$ cat src/rtl/cseq_pkg.sv
package cseq_pkg;
    typedef enum logic [1:0] {
        HS_NONE  = 2'd0,
        HS_ACK   = 2'd1,
        HS_NAK   = 2'd2,
        HS_STALL = 2'd3
    } hs_e;

    typedef enum logic [1:0] {
        TK_IDLE  = 2'd0,
        TK_SETUP = 2'd1,
        TK_OUT   = 2'd2,
        TK_IN    = 2'd3
    } tok_e;

    localparam int NFLAG      = 3;
    localparam int FLG_SETUP  = 0;
    localparam int FLG_DOUT   = 1;
    localparam int FLG_STATUS = 2;
endpackage

$ cat src/rtl/cseq_setup_capture.sv
module cseq_setup_capture #(
    parameter int NBYTES = 8,
    parameter int DW     = 8,
    localparam int CW    = $clog2(NBYTES + 1)
) (
    input  logic                 clk,
    input  logic                 rst_n,
    input  logic                 open_i,
    input  logic                 rx_en_i,
    input  logic [DW-1:0]        rx_data_i,
    output logic [CW-1:0]        count_o,
    output logic [NBYTES*DW-1:0] bank_o
);
    typedef struct packed {
        logic [CW-1:0]        count;
        logic [NBYTES*DW-1:0] bank;
    } cap_t;

    cap_t cap_d, cap_q;

    always_comb begin
        cap_d = cap_q;
        if (open_i) begin
            cap_d.count = '0;
        end else if (rx_en_i && (cap_q.count < CW'(NBYTES))) begin
            cap_d.bank[int'(cap_q.count)*DW +: DW] = rx_data_i;
            cap_d.count = cap_q.count + 1'b1;
        end
    end

    always_ff @(posedge clk or negedge rst_n) begin
        if (!rst_n) cap_q <= '0;
        else        cap_q <= cap_d;
    end

    assign count_o = cap_q.count;
    assign bank_o  = cap_q.bank;
endmodule

$ cat src/rtl/cseq_handshake.sv
module cseq_handshake
    import cseq_pkg::*;
(
    input  logic       done_i,
    input  logic       active_i,
    input  tok_e       kind_i,
    input  logic       setup_ok_i,
    input  logic       hold_i,
    input  logic       stall_i,
    output hs_e        hs_o
);
    always_comb begin
        hs_o = HS_NONE;
        if (done_i && active_i) begin
            unique case (kind_i)
                TK_SETUP: hs_o = setup_ok_i ? HS_ACK : HS_NONE;
                TK_OUT:   hs_o = stall_i ? HS_STALL : HS_ACK;
                TK_IN:    hs_o = hold_i ? HS_NAK : (stall_i ? HS_STALL : HS_ACK);
                default:  hs_o = HS_NONE;
            endcase
        end
    end
endmodule

$ cat src/rtl/cseq_regs.sv
module cseq_regs
    import cseq_pkg::*;
#(
    parameter int AW        = 4,
    parameter int ADDR_FLG  = 8,
    parameter int ADDR_EN   = 9,
    parameter int ADDR_CTL  = 10
) (
    input  logic             clk,
    input  logic             rst_n,
    input  logic             we_i,
    input  logic [AW-1:0]    addr_i,
    input  logic [NFLAG-1:0] wdata_i,
    input  logic [NFLAG-1:0] set_i,
    input  logic             hold_set_i,
    output logic [NFLAG-1:0] flags_o,
    output logic [NFLAG-1:0] en_o,
    output logic             hold_o,
    output logic             stall_o,
    output logic             irq_n_o
);
    typedef struct packed {
        logic [NFLAG-1:0] flags;
        logic [NFLAG-1:0] en;
        logic             hold;
        logic             stall;
    } reg_t;

    reg_t r_d, r_q;

    always_comb begin
        r_d = r_q;
        if (we_i && addr_i == AW'(ADDR_FLG)) r_d.flags = r_q.flags & ~wdata_i;
        if (we_i && addr_i == AW'(ADDR_EN))  r_d.en = wdata_i;
        if (we_i && addr_i == AW'(ADDR_CTL)) begin
            r_d.hold  = wdata_i[0];
            r_d.stall = wdata_i[1];
        end
        r_d.flags = r_d.flags | set_i;
        if (hold_set_i) r_d.hold = 1'b1;
    end

    always_ff @(posedge clk or negedge rst_n) begin
        if (!rst_n) r_q <= '0;
        else        r_q <= r_d;
    end

    assign flags_o = r_q.flags;
    assign en_o    = r_q.en;
    assign hold_o  = r_q.hold;
    assign stall_o = r_q.stall;
    assign irq_n_o = ~|(r_q.flags & r_q.en);
endmodule

$ cat src/rtl/ctrl_ep_seq.sv
module ctrl_ep_seq
    import cseq_pkg::*;
#(
    parameter int NBYTES = 8,
    parameter int DW     = 8,
    parameter int AW     = 4,
    localparam int CW       = $clog2(NBYTES + 1),
    localparam int ADDR_FLG = NBYTES,
    localparam int ADDR_EN  = NBYTES + 1,
    localparam int ADDR_CTL = NBYTES + 2
) (
    input  logic             clk,
    input  logic             rst_n,
    input  logic             tok_start,
    input  logic [1:0]       tok_kind,
    input  logic             rx_valid,
    input  logic [DW-1:0]    rx_data,
    input  logic             tok_done,
    output logic [1:0]       hs_code,
    input  logic             cpu_we,
    input  logic [AW-1:0]    cpu_addr,
    input  logic [NFLAG-1:0] cpu_wdata,
    output logic [DW-1:0]    cpu_rdata,
    output logic             irq_n
);
    typedef struct packed {
        logic active;
        tok_e kind;
        logic accept;
    } trk_t;

    trk_t trk_d, trk_q;

    logic                 act_w, acc_w;
    tok_e                 kind_w;
    logic [CW-1:0]        count_w;
    logic [NBYTES*DW-1:0] bank_w;
    logic [NFLAG-1:0]     flags_w, en_w, set_w;
    logic                 hold_w, stall_w;
    logic                 setup_open, setup_ok, setup_done, rx_en;
    hs_e                  hs_w;

    assign setup_open = tok_start && (tok_e'(tok_kind) == TK_SETUP) && !flags_w[FLG_SETUP];
    assign rx_en      = rx_valid && trk_q.active && trk_q.accept && (trk_q.kind == TK_SETUP);
    assign setup_ok   = trk_q.active && trk_q.accept && (trk_q.kind == TK_SETUP)
                        && (count_w == CW'(NBYTES));
    assign setup_done = tok_done && setup_ok;

    always_comb begin
        trk_d = trk_q;
        if (tok_start && (tok_e'(tok_kind) != TK_IDLE)) begin
            trk_d.active = 1'b1;
            trk_d.kind   = tok_e'(tok_kind);
            trk_d.accept = setup_open;
        end else if (tok_done) begin
            trk_d.active = 1'b0;
            trk_d.accept = 1'b0;
        end
    end

    always_ff @(posedge clk or negedge rst_n) begin
        if (!rst_n) trk_q <= '{active: 1'b0, kind: TK_IDLE, accept: 1'b0};
        else        trk_q <= trk_d;
    end

    assign act_w  = trk_q.active;
    assign kind_w = trk_q.kind;
    assign acc_w  = trk_q.accept;

    always_comb begin
        set_w             = '0;
        set_w[FLG_SETUP]  = setup_done;
        set_w[FLG_DOUT]   = tok_start && (tok_e'(tok_kind) == TK_OUT);
        set_w[FLG_STATUS] = tok_start && (tok_e'(tok_kind) == TK_IN);
    end

    cseq_setup_capture #(.NBYTES(NBYTES), .DW(DW)) u_cap (
        .clk       (clk),
        .rst_n     (rst_n),
        .open_i    (setup_open),
        .rx_en_i   (rx_en),
        .rx_data_i (rx_data),
        .count_o   (count_w),
        .bank_o    (bank_w)
    );

    cseq_regs #(.AW(AW), .ADDR_FLG(ADDR_FLG), .ADDR_EN(ADDR_EN), .ADDR_CTL(ADDR_CTL)) u_regs (
        .clk        (clk),
        .rst_n      (rst_n),
        .we_i       (cpu_we),
        .addr_i     (cpu_addr),
        .wdata_i    (cpu_wdata),
        .set_i      (set_w),
        .hold_set_i (setup_done),
        .flags_o    (flags_w),
        .en_o       (en_w),
        .hold_o     (hold_w),
        .stall_o    (stall_w),
        .irq_n_o    (irq_n)
    );

    cseq_handshake u_hs (
        .done_i     (tok_done),
        .active_i   (trk_q.active),
        .kind_i     (trk_q.kind),
        .setup_ok_i (setup_ok),
        .hold_i     (hold_w),
        .stall_i    (stall_w),
        .hs_o       (hs_w)
    );

    assign hs_code = hs_w;

    always_comb begin
        cpu_rdata = '0;
        for (int i = 0; i < NBYTES; i++) begin
            if (cpu_addr == AW'(i)) cpu_rdata = bank_w[i*DW +: DW];
        end
        if (cpu_addr == AW'(ADDR_FLG)) cpu_rdata = DW'(flags_w);
        if (cpu_addr == AW'(ADDR_EN))  cpu_rdata = DW'(en_w);
        if (cpu_addr == AW'(ADDR_CTL)) cpu_rdata = DW'({stall_w, hold_w});
    end
endmodule

$ cat config.mk
export PLATFORM = sky130hd
export DESIGN_NAME = ctrl_ep_seq
export DESIGN_NICKNAME = d
export VERILOG_FILES = /design/src/rtl/cseq_pkg.sv /design/src/rtl/cseq_setup_capture.sv /design/src/rtl/cseq_handshake.sv /design/src/rtl/cseq_regs.sv /design/src/rtl/ctrl_ep_seq.sv
export SDC_FILE = /design/constraint.sdc
export NUM_CORES = 1
export LEC_CHECK = 0
export ABC_CLOCK_PERIOD_IN_PS = 2500
export BUFFER_PORTS_ARGS = -buffer_cell sky130_fd_sc_hd__buf_4
export CAP_MARGIN = 30
export CORE_MARGIN = 4
export CORE_UTILIZATION = 54
export CTS_CLUSTER_DIAMETER = 100
export DETAILED_ROUTE_END_ITERATION = 12
export HOLD_SLACK_MARGIN = 0.02
export PLACE_DENSITY = 0.76
export SYNTH_ARGS = -nofsm -noshare
export SYNTH_HDL_FRONTEND = slang
export SYNTH_SLANG_ARGS = --single-unit
export TNS_END_PERCENT = 50
$ cat constraint.sdc
create_clock -name clk -period 2.5 [get_ports clk]
set_input_delay 0.5 -clock clk [delete_from_list [all_inputs] [get_ports clk]]
set_output_delay 0.5 -clock clk [all_outputs]
set_load 0.005 [all_outputs]
==> impl.org, run 1 <==
** Drt
- In the routed layout, each cell is associated on average with a via count of 5.99.
- Routed wire per std cell :: 20.4 um
- Wires add up to 10.8 mm.
- After detailed routing, the wire length on met1 is 4.61 mm.
- Sum of met2 wire segment lengths after detailed routing :: 5.28 mm
- Iteration-0 DRC count of the detailed router :: 167
- Vias :: 3183
- Final routed DRC violation total :: 0
- Summed over all nets, wire length on met3 after detailed routing comes to 707 um.
- Once detail routing completed, the nets flagged for antenna violations numbered 0.
- Length of the first detailed-routing pass in iterations :: 4
- Top Metal Used :: met4

** Clocking
- The H-tree was split into 3 levels.
- Post-CTS Setup Repair Bufs :: 0
- Max clock buf depth :: 2
- After clock tree synthesis, the clock-pin slew on the worst setup and hold paths is 0.08 ns.
- Root Buffer Master :: sky130_fd_sc_hd__clkbuf_8
- CTS Buf Count :: 9
- For the worst-skew pair, the clock arrives at the later sink with an insertion delay of 0.37 ns.
- Sinks on Clock Net :: 80
- TritonCTS built the clock tree.

** Synthesis
- The synthesized design contains 0 enable-type register cells.
- The biggest area contributor in the post-synthesis netlist is sky130_fd_sc_hd__dfrtp_1.
- Ys flop type :: sky130_fd_sc_hd__dfrtp_1
- Share of the synthesized area in the top cell type :: 45.3%
- After synthesis the netlist holds a flip-flop and latch count of 80.
- In the post-synthesis netlist, the cell with the most instances is sky130_fd_sc_hd__dfrtp_1.
- Count of unique library cells instantiated by Yosys :: 55
- Synthesized netlist cell count :: 374
- In this run the cell area of the synthesized design comes to 4420 um^2.
- Summing the sequential cell areas from Yosys gives 45.3% of the chip area.
- Avg Cell Area, Syn :: 11.8 um^2
- In the synthesized netlist the async set-or-reset flop fraction comes to 100%.
- For this run, the number of Yosys warnings is 0.
- Cell types with the highest counts after synthesis :: sky130_fd_sc_hd__dfrtp_1, sky130_fd_sc_hd__mux2_2, sky130_fd_sc_hd__nand2_1, sky130_fd_sc_hd__a21oi_1
- Net count of the mapped netlist :: 402
- In the post-synthesis netlist, the biggest area contributors are sky130_fd_sc_hd__dfrtp_1, sky130_fd_sc_hd__mux2_2, sky130_fd_sc_hd__mux4_2.

** Floorplanning
- The initial utilization of the core area, before any placement, comes to 56.3%.
- In this run the core area contains 32 standard-cell rows.
- Total Die Area :: 9690 um^2
- Die Height :: 98.4 um
- During I/O placement, the number of pins put on the boundary was 34.
- Measured along the x axis, the die boundary spans 98.4 um.
- The total area inside the core boundary comes to 7850 um^2.

** Placed design
- The wire-length estimate of the detail-placed layout is 7.80 mm.
- RD Place Congestion :: 0.901
- Counting tap cells, the placed design contains a total of 515 instances.
- Pre-CTS worst setup slack :: 0.0325 ns
- Port buffering added 33 buffers.

** Timing
- The tightest hold path in the finished design has a slack of 0.0998 ns.
- The final-report max-slew violation count is 0.
- Highest clock frequency the design can meet :: 418 MHz
- Period utilisation layout :: 95.8%
- Final clock skew :: 0.0126 ns
- Setup violations remaining at the end of the flow were counted as 0.
- Measured against its own limit, the worst slew margin works out to 63.6%.
- The final number of hold-violating endpoints came to 0.
- After layout, the minimum clock period comes to 2.39 ns.
- Post-route setup slack :: 0.106 ns
- Setup repair after global routing missed its margin :: yes
- Worst slew pin tran :: 0.545 ns

** GRT
- The number of antenna violations at the first check in global routing was 0.
- The first global-routing pass estimated 17.9 mm of wire.
- Global route total overflow :: 0
- Via count of the first global-routing pass :: 3468
- Pin count of the biggest net entering global routing :: 44
- Total Routing Usage GR :: 23.7%

** Critical path
- The worst setup path is captured at an output pin.
- CP required :: 2.00 ns
- Critical Path Source Type :: register
- Worst setup path class :: register to output pin
- Data arrival at the endpoint of the critical path :: 1.89 ns
- Flop-to-flop setup slack :: 0.12 ns
- R2R Path Start :: u_cap.count_o[1]$_DFFE_PN0P_
- R2R depth :: 6
- Largest fanout on the critical path :: 7

** Power
- VDD sags by at most 0.000415 V.
- In this run the static leakage power is 2.52 nW.
- Pwr/cell area :: 556 nW/um^2

** Status
- The flow ran to the end, and the final reports show no timing, DRC or antenna violations.

** Hold path
- The path class of the tightest hold or removal check is primary input to asynchronous set/reset pin.

** Cells and area
- Combined area of the multi-input logic cells :: 2280 um^2
- In the final layout, the share of cells above drive strength 1 is 39.4%.
- Layout filler cell count :: 631
- Core utilization of the finished layout :: 65.4%
- Layout Area Growth over Synthesis :: 16.1%
- Final instance count without filler cells :: 531
- Antenna fix cells :: 0
- The net count of the finished layout is 452.
- Area taken by flip-flops and latches :: 2000 um^2

** Flow run
- Max capacitance violation total :: 0
[worst max path at each step]
stage	from	to	slack, ns
after detailed placement	u_cap.count_o[1]$_DFFE_PN0P_	register	0.03
after CTS	u_cap.count_o[1]$_DFFE_PN0P_	register	0.03
final	u_cap.count_o[1]$_DFFE_PN0P_	hs_code[0]	0.11
after global placement	u_cap.count_o[1]$_DFFE_PN0P_	register	0.18
after floorplan	u_cap.count_o[0]$_DFFE_PN0P_	register	0.06
after global routing	u_cap.count_o[1]$_DFFE_PN0P_	hs_code[0]	-0.04
[power breakdown]
group          internal [mW]  total [mW]  switching, mW
sequential              1.36        1.41         0.0514
clock                  0.471       0.995          0.524
combinational          0.207       0.452          0.246
[critical path, stage by stage, from the launching register on]
cell and delay, ns:
sky130_fd_sc_hd__dfrtp_1 0.45, sky130_fd_sc_hd__inv_1 0.17, sky130_fd_sc_hd__ha_2 0.27, sky130_fd_sc_hd__nor2b_1 0.26, sky130_fd_sc_hd__a32oi_1 0.14, sky130_fd_sc_hd__nor2_1 0.12, sky130_fd_sc_hd__buf_4 0.12
[layer usage]
layer / vias to the layer above / global-route usage [%]
met5: - / 0
li1: 1468 / -
met4: 0 / 11.4
met1: 1585 / 31.4
met3: 18 / 3.89
met2: 112 / 37.9
[layout by cell type (no fill, tap or decap), types with 3 or more instances in the layout]
master	synthesis	routed
sky130_fd_sc_hd__nand2_1	26	26
sky130_fd_sc_hd__o21ai_0	11	11
sky130_fd_sc_hd__and3_1	14	14
sky130_fd_sc_hd__and2_1	11	11
sky130_fd_sc_hd__nor3_1	7	5
sky130_fd_sc_hd__nor4_4	3	3
sky130_fd_sc_hd__a21bo_2	5	5
sky130_fd_sc_hd__dfrtp_1	80	79
sky130_fd_sc_hd__mux2_4	8	8
sky130_fd_sc_hd__nand3b_1	3	3
sky130_fd_sc_hd__nor3_2	4	6
sky130_fd_sc_hd__inv_1	13	13
sky130_fd_sc_hd__nor2_1	14	14
sky130_fd_sc_hd__mux2_2	56	56
sky130_fd_sc_hd__mux2i_1	12	12
sky130_fd_sc_hd__o2bb2ai_1	3	3
sky130_fd_sc_hd__a21o_1	8	8
sky130_fd_sc_hd__a2bb2oi_1	6	6
sky130_fd_sc_hd__buf_4	3	57
sky130_fd_sc_hd__ha_1	5	4
sky130_fd_sc_hd__clkbuf_8	0	9
sky130_fd_sc_hd__mux4_2	7	7
sky130_fd_sc_hd__nor2b_1	4	4
sky130_fd_sc_hd__a21oi_1	17	17
[layout make-up]
cell class	count	area share (%)
clock buffers	9	2.41
clock inverters	7	1.56
inverters	13	0.951
multi-input cells	261	44.4
flip-flops and latches	80	39.0
well taps	102	2.49
repair buffers	59	9.12
[what timing repair did]
item,in CTS,in global routing
endpoints found under the setup margin,0,19
hold buffers,0,0
gates resized for setup,0,3
[cell families after synthesis]
| kind of cell | count (synthesis) | share of synthesized area [%] |
|---|---|---|
| buffers and inverters | 33 | 3.37 |
| adders and majority gates | 5 | 1.42 |
| xor gates and xnor gates | 4 | 0.793 |
| and+or+nand+nor | 107 | 15.4 |
| muxes | 83 | 23.3 |
| AOI/OAI and AO/OA | 62 | 10.4 |
| DFF | 80 | 45.3 |
[through the flow]
stage | instance area (um^2) | TNS, ns | power [mW]
final | 5130 | 0 | 2.85
after global routing | 5130 | -0.0533 | 2.98
after CTS | 5120 | 0 | 2.87
after detailed placement | 4910 | 0 | 1.88
after global placement | 4910 | 0 | 1.86
after floorplan | 4420 | 0 | 1.69
Note: power is estimated with default switching activity, not from simulation.
==> run 2, diff against run 1 <==
--- a/config.mk
+++ b/config.mk
@@ -5,7 +5,7 @@
 export SDC_FILE = /design/constraint.sdc
 export NUM_CORES = 1
 export LEC_CHECK = 0
-export ABC_CLOCK_PERIOD_IN_PS = 2500
+export ABC_CLOCK_PERIOD_IN_PS = 2200
 export BUFFER_PORTS_ARGS = -buffer_cell sky130_fd_sc_hd__buf_4
 export CAP_MARGIN = 30
 export CORE_MARGIN = 4
==> constraint.sdc (replaced) <==
create_clock -name clk -period 2.2 [get_ports clk]
set_input_delay 0.44 -clock clk [delete_from_list [all_inputs] [get_ports clk]]
set_output_delay 0.44 -clock clk [all_outputs]
set_load 0.005 [all_outputs]
==> run 2 against run 1 <==
Highest routed layer unchanged; cell count increased by 3.2%; clock skew rose by 0.0088 ns; global-route usage is 0.56 points lower; routed wire length is essentially flat; sequential share of layout area shrank 1.5 points; critical path depth increased by 1; sequential power grew 13%; via count increased by 4.1%; register-to-register slack got worse by 0.05 ns; largest cell class unchanged; setup slack got worse by 0.054 ns; power increased by 16%.
==> impl.org, run 2 (synthesis results as in run 1) <==
** Status
- The run finished with clean final reports.

** Drt
- Before antenna repair, the detailed router went through 4 iterations.
- Vias :: 3313
- Wires add up to 10.8 mm.
- Mean number of vias per cell :: 6.05
- Detail Route Antenna Nets :: 0
- In the routed design, unresolved DRC markers number 0.
- Iteration-0 DRC count of the detailed router :: 189
- Routed wire per std cell :: 19.8 um

** Critical path
- Flop-to-flop setup slack :: 0.07 ns
- Crit path from :: cpu_addr[0]
- CP required :: 1.76 ns
- Critical Path End :: cpu_rdata[2]
- Largest fanout on the critical path :: 6
- R2R Path Start :: u_cap.count_o[0]$_DFFE_PN0P_
- STA puts the critical path data arrival time at 1.71 ns.
- R2R depth :: 7
- The worst setup path is launched from a primary input.
- By startpoint and endpoint, the worst setup path is classified as primary input to output pin.
- Setup crit end kind :: output pin

** Cells and area
- The repair_antennas step left the layout with diodes totalling 0.
- The final layout contains 469 nets.
- Leaving out fill and tap cells, the most frequent cells in the layout are sky130_fd_sc_hd__dfrtp_1, sky130_fd_sc_hd__buf_4, sky130_fd_sc_hd__mux2_2.
- Layout Area Growth over Synthesis :: 20.7%
- Final instance count without filler cells :: 548
- Commonest non-fill, non-tap cell in the layout :: sky130_fd_sc_hd__dfrtp_1
- Fraction of layout cells with a size suffix above 1 :: 42.4%
- Core utilization of the finished layout :: 67.9%

** GRT
- Entering global routing, the biggest net connects 43 pins.
- The first global-routing pass estimated 17.6 mm of wire.
- Total Routing Usage GR :: 23.1%
- The number of global-route vias before repair was 3377.
- The number of antenna violations at the first check in global routing was 0.
- Global route total overflow :: 0

** Power
- Pwr/cell area :: 620 nW/um^2
- Net switching fraction of the power :: 28.7%
- Clock group share of total power :: 34.5%
- The analysis attributes to net switching a power of 0.948 mW.
- Peak supply drop :: 0.000385 V
- In this run the static leakage power is 2.62 nW.
- Sequential cells burn 48.2% of the power.
- Cell internal power was estimated by the tool at 2.36 mW.
- Combinational cell fraction of total power :: 17.2%
- Total power of the final layout :: 3.31 mW

** Timing
- On the final layout, the worst clock skew is 0.0214 ns.
- Setup violations remaining at the end of the flow were counted as 0.
- Final period demand of the worst path :: 2.15 ns
- Setup repair after global routing missed its margin :: yes
- The final number of hold-violating endpoints is 0.
- The final-report max-slew violation count is 0.
- Period utilisation layout :: 97.7%
- For the pin with the worst max-slew slack, the measured transition is 0.940 ns.
- Highest clock frequency the design can meet :: 465 MHz
- Post-route setup slack :: 0.0511 ns
- Headroom to the max-slew limit came out at 36.9%.

** Clocking
- At the later pin of the worst-skew pair, clock insertion delay measures 0.37 ns.
- Clock tree from TritonCTS :: done
- The tree is rooted in a sky130_fd_sc_hd__clkbuf_8.
- CTS Buf Count :: 9
- Max clock buf depth :: 2
- Clock edge transition at the registers on the reported setup and hold paths :: 0.08 ns
- H-tree depth reported by CTS :: 3
- The clock net in this run drives a total of 80 sinks.

** Flow run
- Across the run, the number of max-cap violations was 0.

** Floorplanning
- 34 I/O pins were placed.
- The floorplan step defined a core boundary enclosing 7850 um^2.
- Num rows :: 32
- Once the floorplan was initialized, standard cells occupied 56.3% of the core.
- Die Height :: 98.4 um
- In this run the horizontal extent of the chip is 98.4 um.
- Total Die Area :: 9690 um^2

** Placed design
- The number of placed instances, taps included, is 530.
- RD Place Congestion :: 0.877
- Port buffering added 33 buffers.
- At the placement stage, the worst setup path has a slack of 0.0464 ns.
- The wire-length estimate of the detail-placed layout is 7.75 mm.

** Hold path
- The min-delay analysis places its worst path in the category primary input to register.
## run 2: worst min-delay path by stage
stage           startpoint                           to  slack, ns  cells past startpoint
2_1_floorplan        rst_n   asynchronous set/reset pin       0.14                      0
3_3_place_gp         rst_n   asynchronous set/reset pin       0.37                      1
3_5_place_dp         rst_n   asynchronous set/reset pin       0.37                      1
4_1_cts           tok_done            act_w$_DFFE_PN0P_       0.29                      2
5_1_grt        tok_kind[0]  u_regs.flags_o[1]$_DFF_PN0_       0.30                      2
6_report          tok_done            act_w$_DFFE_PN0P_       0.30                      2
## run 2: per-stage QoR
step	TNS, ns	cell area [um^2]	hold slack [ns]
floorplan	-5.64	4480	0.144
global route	-0.0705	5330	0.302
global placement	0	5070	0.369
detailed placement	0	5070	0.369
finish	0	5330	0.297
CTS	0	5300	0.293
## run 2: worst max-delay path, cell delays in order
cell	delay, ns
sky130_fd_sc_hd__buf_4	0.15
sky130_fd_sc_hd__buf_4	0.16
sky130_fd_sc_hd__mux4_2	0.32
sky130_fd_sc_hd__nor2_1	0.04
sky130_fd_sc_hd__a211o_1	0.29
sky130_fd_sc_hd__a22oi_1	0.17
sky130_fd_sc_hd__buf_4	0.14
## run 2: cell type report
class	instances	area, um^2
timing repair buffer	76	609
tap	102	128
clock inverter	7	81.3
fill	617	2520
multi-input combinational	261	2340
inverter	13	48.8
clock buffer	9	124
sequential	80	2000
## run 2: routing by layer
layer / vias to the layer above / track usage, % / share of wire [%]
li1: 1494 / - / -
met1: 1699 / 32.0 / 45
met2: 103 / 37.3 / 48
met3: 17 / 3.82 / 4.8
met4: 0 / 7.56 / 2.0
met5: - / 0 / 0
## run 2: power groups by stage
stage	sequential, mW	clock [mW]	combinational (mW)
2_1_floorplan	1.61	0	0.318
3_3_place_gp	1.62	0	0.540
3_5_place_dp	1.62	0	0.554
4_1_cts	1.59	1.16	0.565
5_1_grt	1.61	1.22	0.623
6_report	1.60	1.14	0.570
## run 2: repair_timing
| action | 4_1_cts | 5_1_grt |
|---|---|---|
| endpoints found under the setup margin | 1 | 21 |
| endpoints found under the hold margin | 22 | 0 |
| gates resized for setup | 2 | 8 |
| gates cloned | 0 | 0 |
| hold buffers | 1 | 0 |
| setup buffers | 0 | 1 |
| pin swaps | 0 | 3 |
==> run 3, diff against run 2 <==
--- a/config.mk
+++ b/config.mk
@@ -5,15 +5,15 @@
 export SDC_FILE = /design/constraint.sdc
 export NUM_CORES = 1
 export LEC_CHECK = 0
-export ABC_CLOCK_PERIOD_IN_PS = 2200
+export ABC_CLOCK_PERIOD_IN_PS = 2230
 export BUFFER_PORTS_ARGS = -buffer_cell sky130_fd_sc_hd__buf_4
 export CAP_MARGIN = 30
 export CORE_MARGIN = 4
-export CORE_UTILIZATION = 54
+export CORE_UTILIZATION = 60
 export CTS_CLUSTER_DIAMETER = 100
 export DETAILED_ROUTE_END_ITERATION = 12
 export HOLD_SLACK_MARGIN = 0.02
-export PLACE_DENSITY = 0.76
+export PLACE_DENSITY = 0.8
 export SYNTH_ARGS = -nofsm -noshare
 export SYNTH_HDL_FRONTEND = slang
 export SYNTH_SLANG_ARGS = --single-unit
==> constraint.sdc (replaced) <==
create_clock -name clk -period 2.23 [get_ports clk]
set_input_delay 0.446 -clock clk [delete_from_list [all_inputs] [get_ports clk]]
set_output_delay 0.446 -clock clk [all_outputs]
set_load 0.005 [all_outputs]
==> run 3 against run 2 <==
Non-clock buffer count increased by 6; global-route usage is 5.0 points higher; count of clock-buffer cells in the layout is the same; sequential power about the same; cell area up 0.94%; routed wire length up 6.4%; highest routed layer unchanged; clock skew down 0.0092 ns; worst hold slack got worse by 0.23 ns; die area decreased by 9.2%.
==> impl.org, run 3 (synthesis results as in run 1) <==
** Drt
- Length of the first detailed-routing pass in iterations :: 4
- Routed wire per std cell :: 20.9 um
- Routed wire length :: 11.5 mm
- Vias :: 3369
- For this run, design rule violations remaining after detail routing come to 0.
- Mean number of vias per cell :: 6.11
- The first routing iteration left 223 violations.
- The count of nets left with antenna violations once routing finished came out at 0.

** Critical path
- Kind of cell with the highest combined delay on the critical path :: simple AND/OR/NAND/NOR gates
- The worst register-to-register path has a depth of 7.
- Data on the critical path is required at its endpoint by 2.47 ns.
- Crit-path max cell delay :: 0.45 ns
- The startpoint identified for the worst register-to-register timing path is u_cap.count_o[1]$_DFFE_PN0P_.
- Worst path depth :: 7
- In this run the worst setup path begins at u_cap.count_o[1]$_DFFE_PN0P_.
- In this run the worst path has a maximum fanout of 5.
- Data arrival at the endpoint of the critical path :: 2.43 ns
- STA classifies the critical path endpoint as a register.
- The number of buffers and inverters on the critical path is 1.
- Walking the worst path, the cells encountered are nor3_2, ha_1, nor3b_4, o311ai_4, or4_4, buf_4, mux2_4.
- Flop-to-flop setup slack :: 0.03 ns
- Worst setup path class :: register to register
- For this design, the slowest cell found on the critical path is sky130_fd_sc_hd__or4_4.
- Critical Path Source Type :: register

** Cells and area
- Commonest cells after routing, fill and taps aside :: sky130_fd_sc_hd__dfrtp_1, sky130_fd_sc_hd__buf_4, sky130_fd_sc_hd__mux2_2
- For this run, the share of the core covered by cells in the final layout is 74.6%.
- Cells with a size suffix above 1 make up 44.0% of the layout.
- From synthesis to final layout, the design area changed by 21.8%.
- Antenna fix cells :: 0
- Final nets :: 475
- Post-layout instance area :: 5380 um^2

** GRT
- Number of antenna violations at the first check in global routing :: 0
- Entering global routing, the biggest net connects 43 pins.
- Global routing finished with a remaining overflow of 0.
- The first global-routing pass estimated 18.8 mm of wire.
- The number of global-route vias before repair was 3606.
- In the global route stage, overall resource usage came out at 28.1%.

** Clocking
- TritonCTS built the clock tree.
- Root Buffer Master :: sky130_fd_sc_hd__clkbuf_8
- Sinks on Clock Net :: 80
- Clock edge transition at the registers on the reported setup and hold paths :: 0.09 ns
- The longest clock path from root to sink contains 2 buffers.
- In this run, post-CTS hold repair placed 0 buffers.
- The number of clock buffers added by TritonCTS is 9.
- The clock reaches the later pin of the worst-skew pair after 0.36 ns.
- H-tree depth reported by CTS :: 3

** Status
- Outcome :: completed

** Placed design
- In this run the cell area measured after placement is 5090 um^2.
- At the end of routability-driven placement, the weighted congestion stood at 0.848.
- Before CTS, the worst setup slack after placement is 0.0242 ns.
- In this run the tool buffered the top-level ports with 33 buffer cells.
- After legalization and detailed placement, the total HPWL measured 8.30 mm.

** Floorplanning
- The floorplan step defined a die boundary enclosing 8800 um^2.
- Initial core utilization :: 61.2%
- Num rows :: 31
- Die Height :: 93.8 um
- Die extent in x :: 93.8 um
- Number of I/O pins :: 34
- Core box area :: 7210 um^2

** Timing
- Number of pins with negative max-slew slack in the final report :: 0
- Setup repair after global routing could not meet its margin everywhere.
- After routing, the total negative slack on setup checks comes to 0 ns.
- For the pin with the worst max-slew slack, the measured transition is 0.557 ns.
- Max-slew headroom :: 62.9%
- The final number of hold-violating endpoints is 0.
- The worst path uses 98.5% of the clock period.
- For the finished layout, the period the worst path requires is 2.20 ns.
- Setup slack on the critical path of the routed design comes to 0.0339 ns.
- Final clock skew :: 0.0121 ns
- Setup violations remaining at the end of the flow were counted as 0.
- Highest clock frequency the design can meet :: 455 MHz

** Hold path
- Worst min-delay path class :: primary input to asynchronous set/reset pin

** Power
- Dividing total power by cell area gives a power density of 628 nW/um^2.
- Leak pwr :: 2.65 nW
- Peak supply drop :: 0.000456 V

** Flow run
- Max capacitance violation total :: 0
run 3: cell types whose count changed in the layout (fill, tap and decap cells not counted), sizes merged:
cell	change
clkinvlp	+1
bufinv	+1
inv	-2
buf	+7
dlygate4sd3	-1
run 3: worst min-delay path by stage:
stage | from | end | slack, ns | cells after the start
after CTS | rst_n | asynchronous set/reset pin | 0.08 | 1
after global placement | rst_n | asynchronous set/reset pin | 0.47 | 1
after floorplan | rst_n | asynchronous set/reset pin | 0.15 | 0
final | rst_n | asynchronous set/reset pin | 0.07 | 1
after detailed placement | rst_n | asynchronous set/reset pin | 0.47 | 1
after global routing | rst_n | asynchronous set/reset pin | 0.10 | 1
run 3: metrics by stage:
stage | power [mW] | cells | hold WS [ns]
after CTS | 3.36 | 549 | 0.0817
after detailed placement | 2.15 | 533 | 0.473
final | 3.38 | 551 | 0.0700
after floorplan | 1.90 | 374 | 0.150
after global placement | 2.13 | 533 | 0.473
after global routing | 3.51 | 551 | 0.103
run 3: worst reg2reg max path, cell delays in order, from the launching register on:
cell	delay, ns
sky130_fd_sc_hd__dfrtp_1	0.43
sky130_fd_sc_hd__nor3_2	0.06
sky130_fd_sc_hd__ha_1	0.29
sky130_fd_sc_hd__nor3b_4	0.21
sky130_fd_sc_hd__o311ai_4	0.14
sky130_fd_sc_hd__or4_4	0.45
sky130_fd_sc_hd__buf_4	0.19
sky130_fd_sc_hd__mux2_4	0.31
run 3: per-layer routing:
metal	global-route usage, %	up-vias	part of all wire, %
li1	-	1505	-
met1	36.0	1720	42
met2	47.5	112	50
met3	3.69	32	4.2
met4	13.0	0	3.4
met5	0	-	0
run 3: layout make-up:
| cell class | instances | area, um^2 |
|---|---|---|
| timing repair buffer | 82 | 636 |
| tap | 99 | 124 |
| fill | 518 | 1830 |
| multi-input combinational | 261 | 2340 |
| clock inverter | 7 | 101 |
| inverter | 13 | 48.8 |
| clock buffer | 9 | 124 |
| sequential | 80 | 2000 |
run 3: what timing repair did:
action,CTS,global route
cloned,0,0
pin swaps,0,6
buffers inserted,0,2
gates resized for setup,1,11
endpoints found under the setup margin,1,45
run 3: power by group:
group / internal, mW / switching (mW) / leakage [nW]
sequential: 1.52 / 0.0565 / 1.07
combinational: 0.268 / 0.303 / 1.47
clock: 0.642 / 0.588 / 0.107
total: 2.43 / 0.948 / 2.65
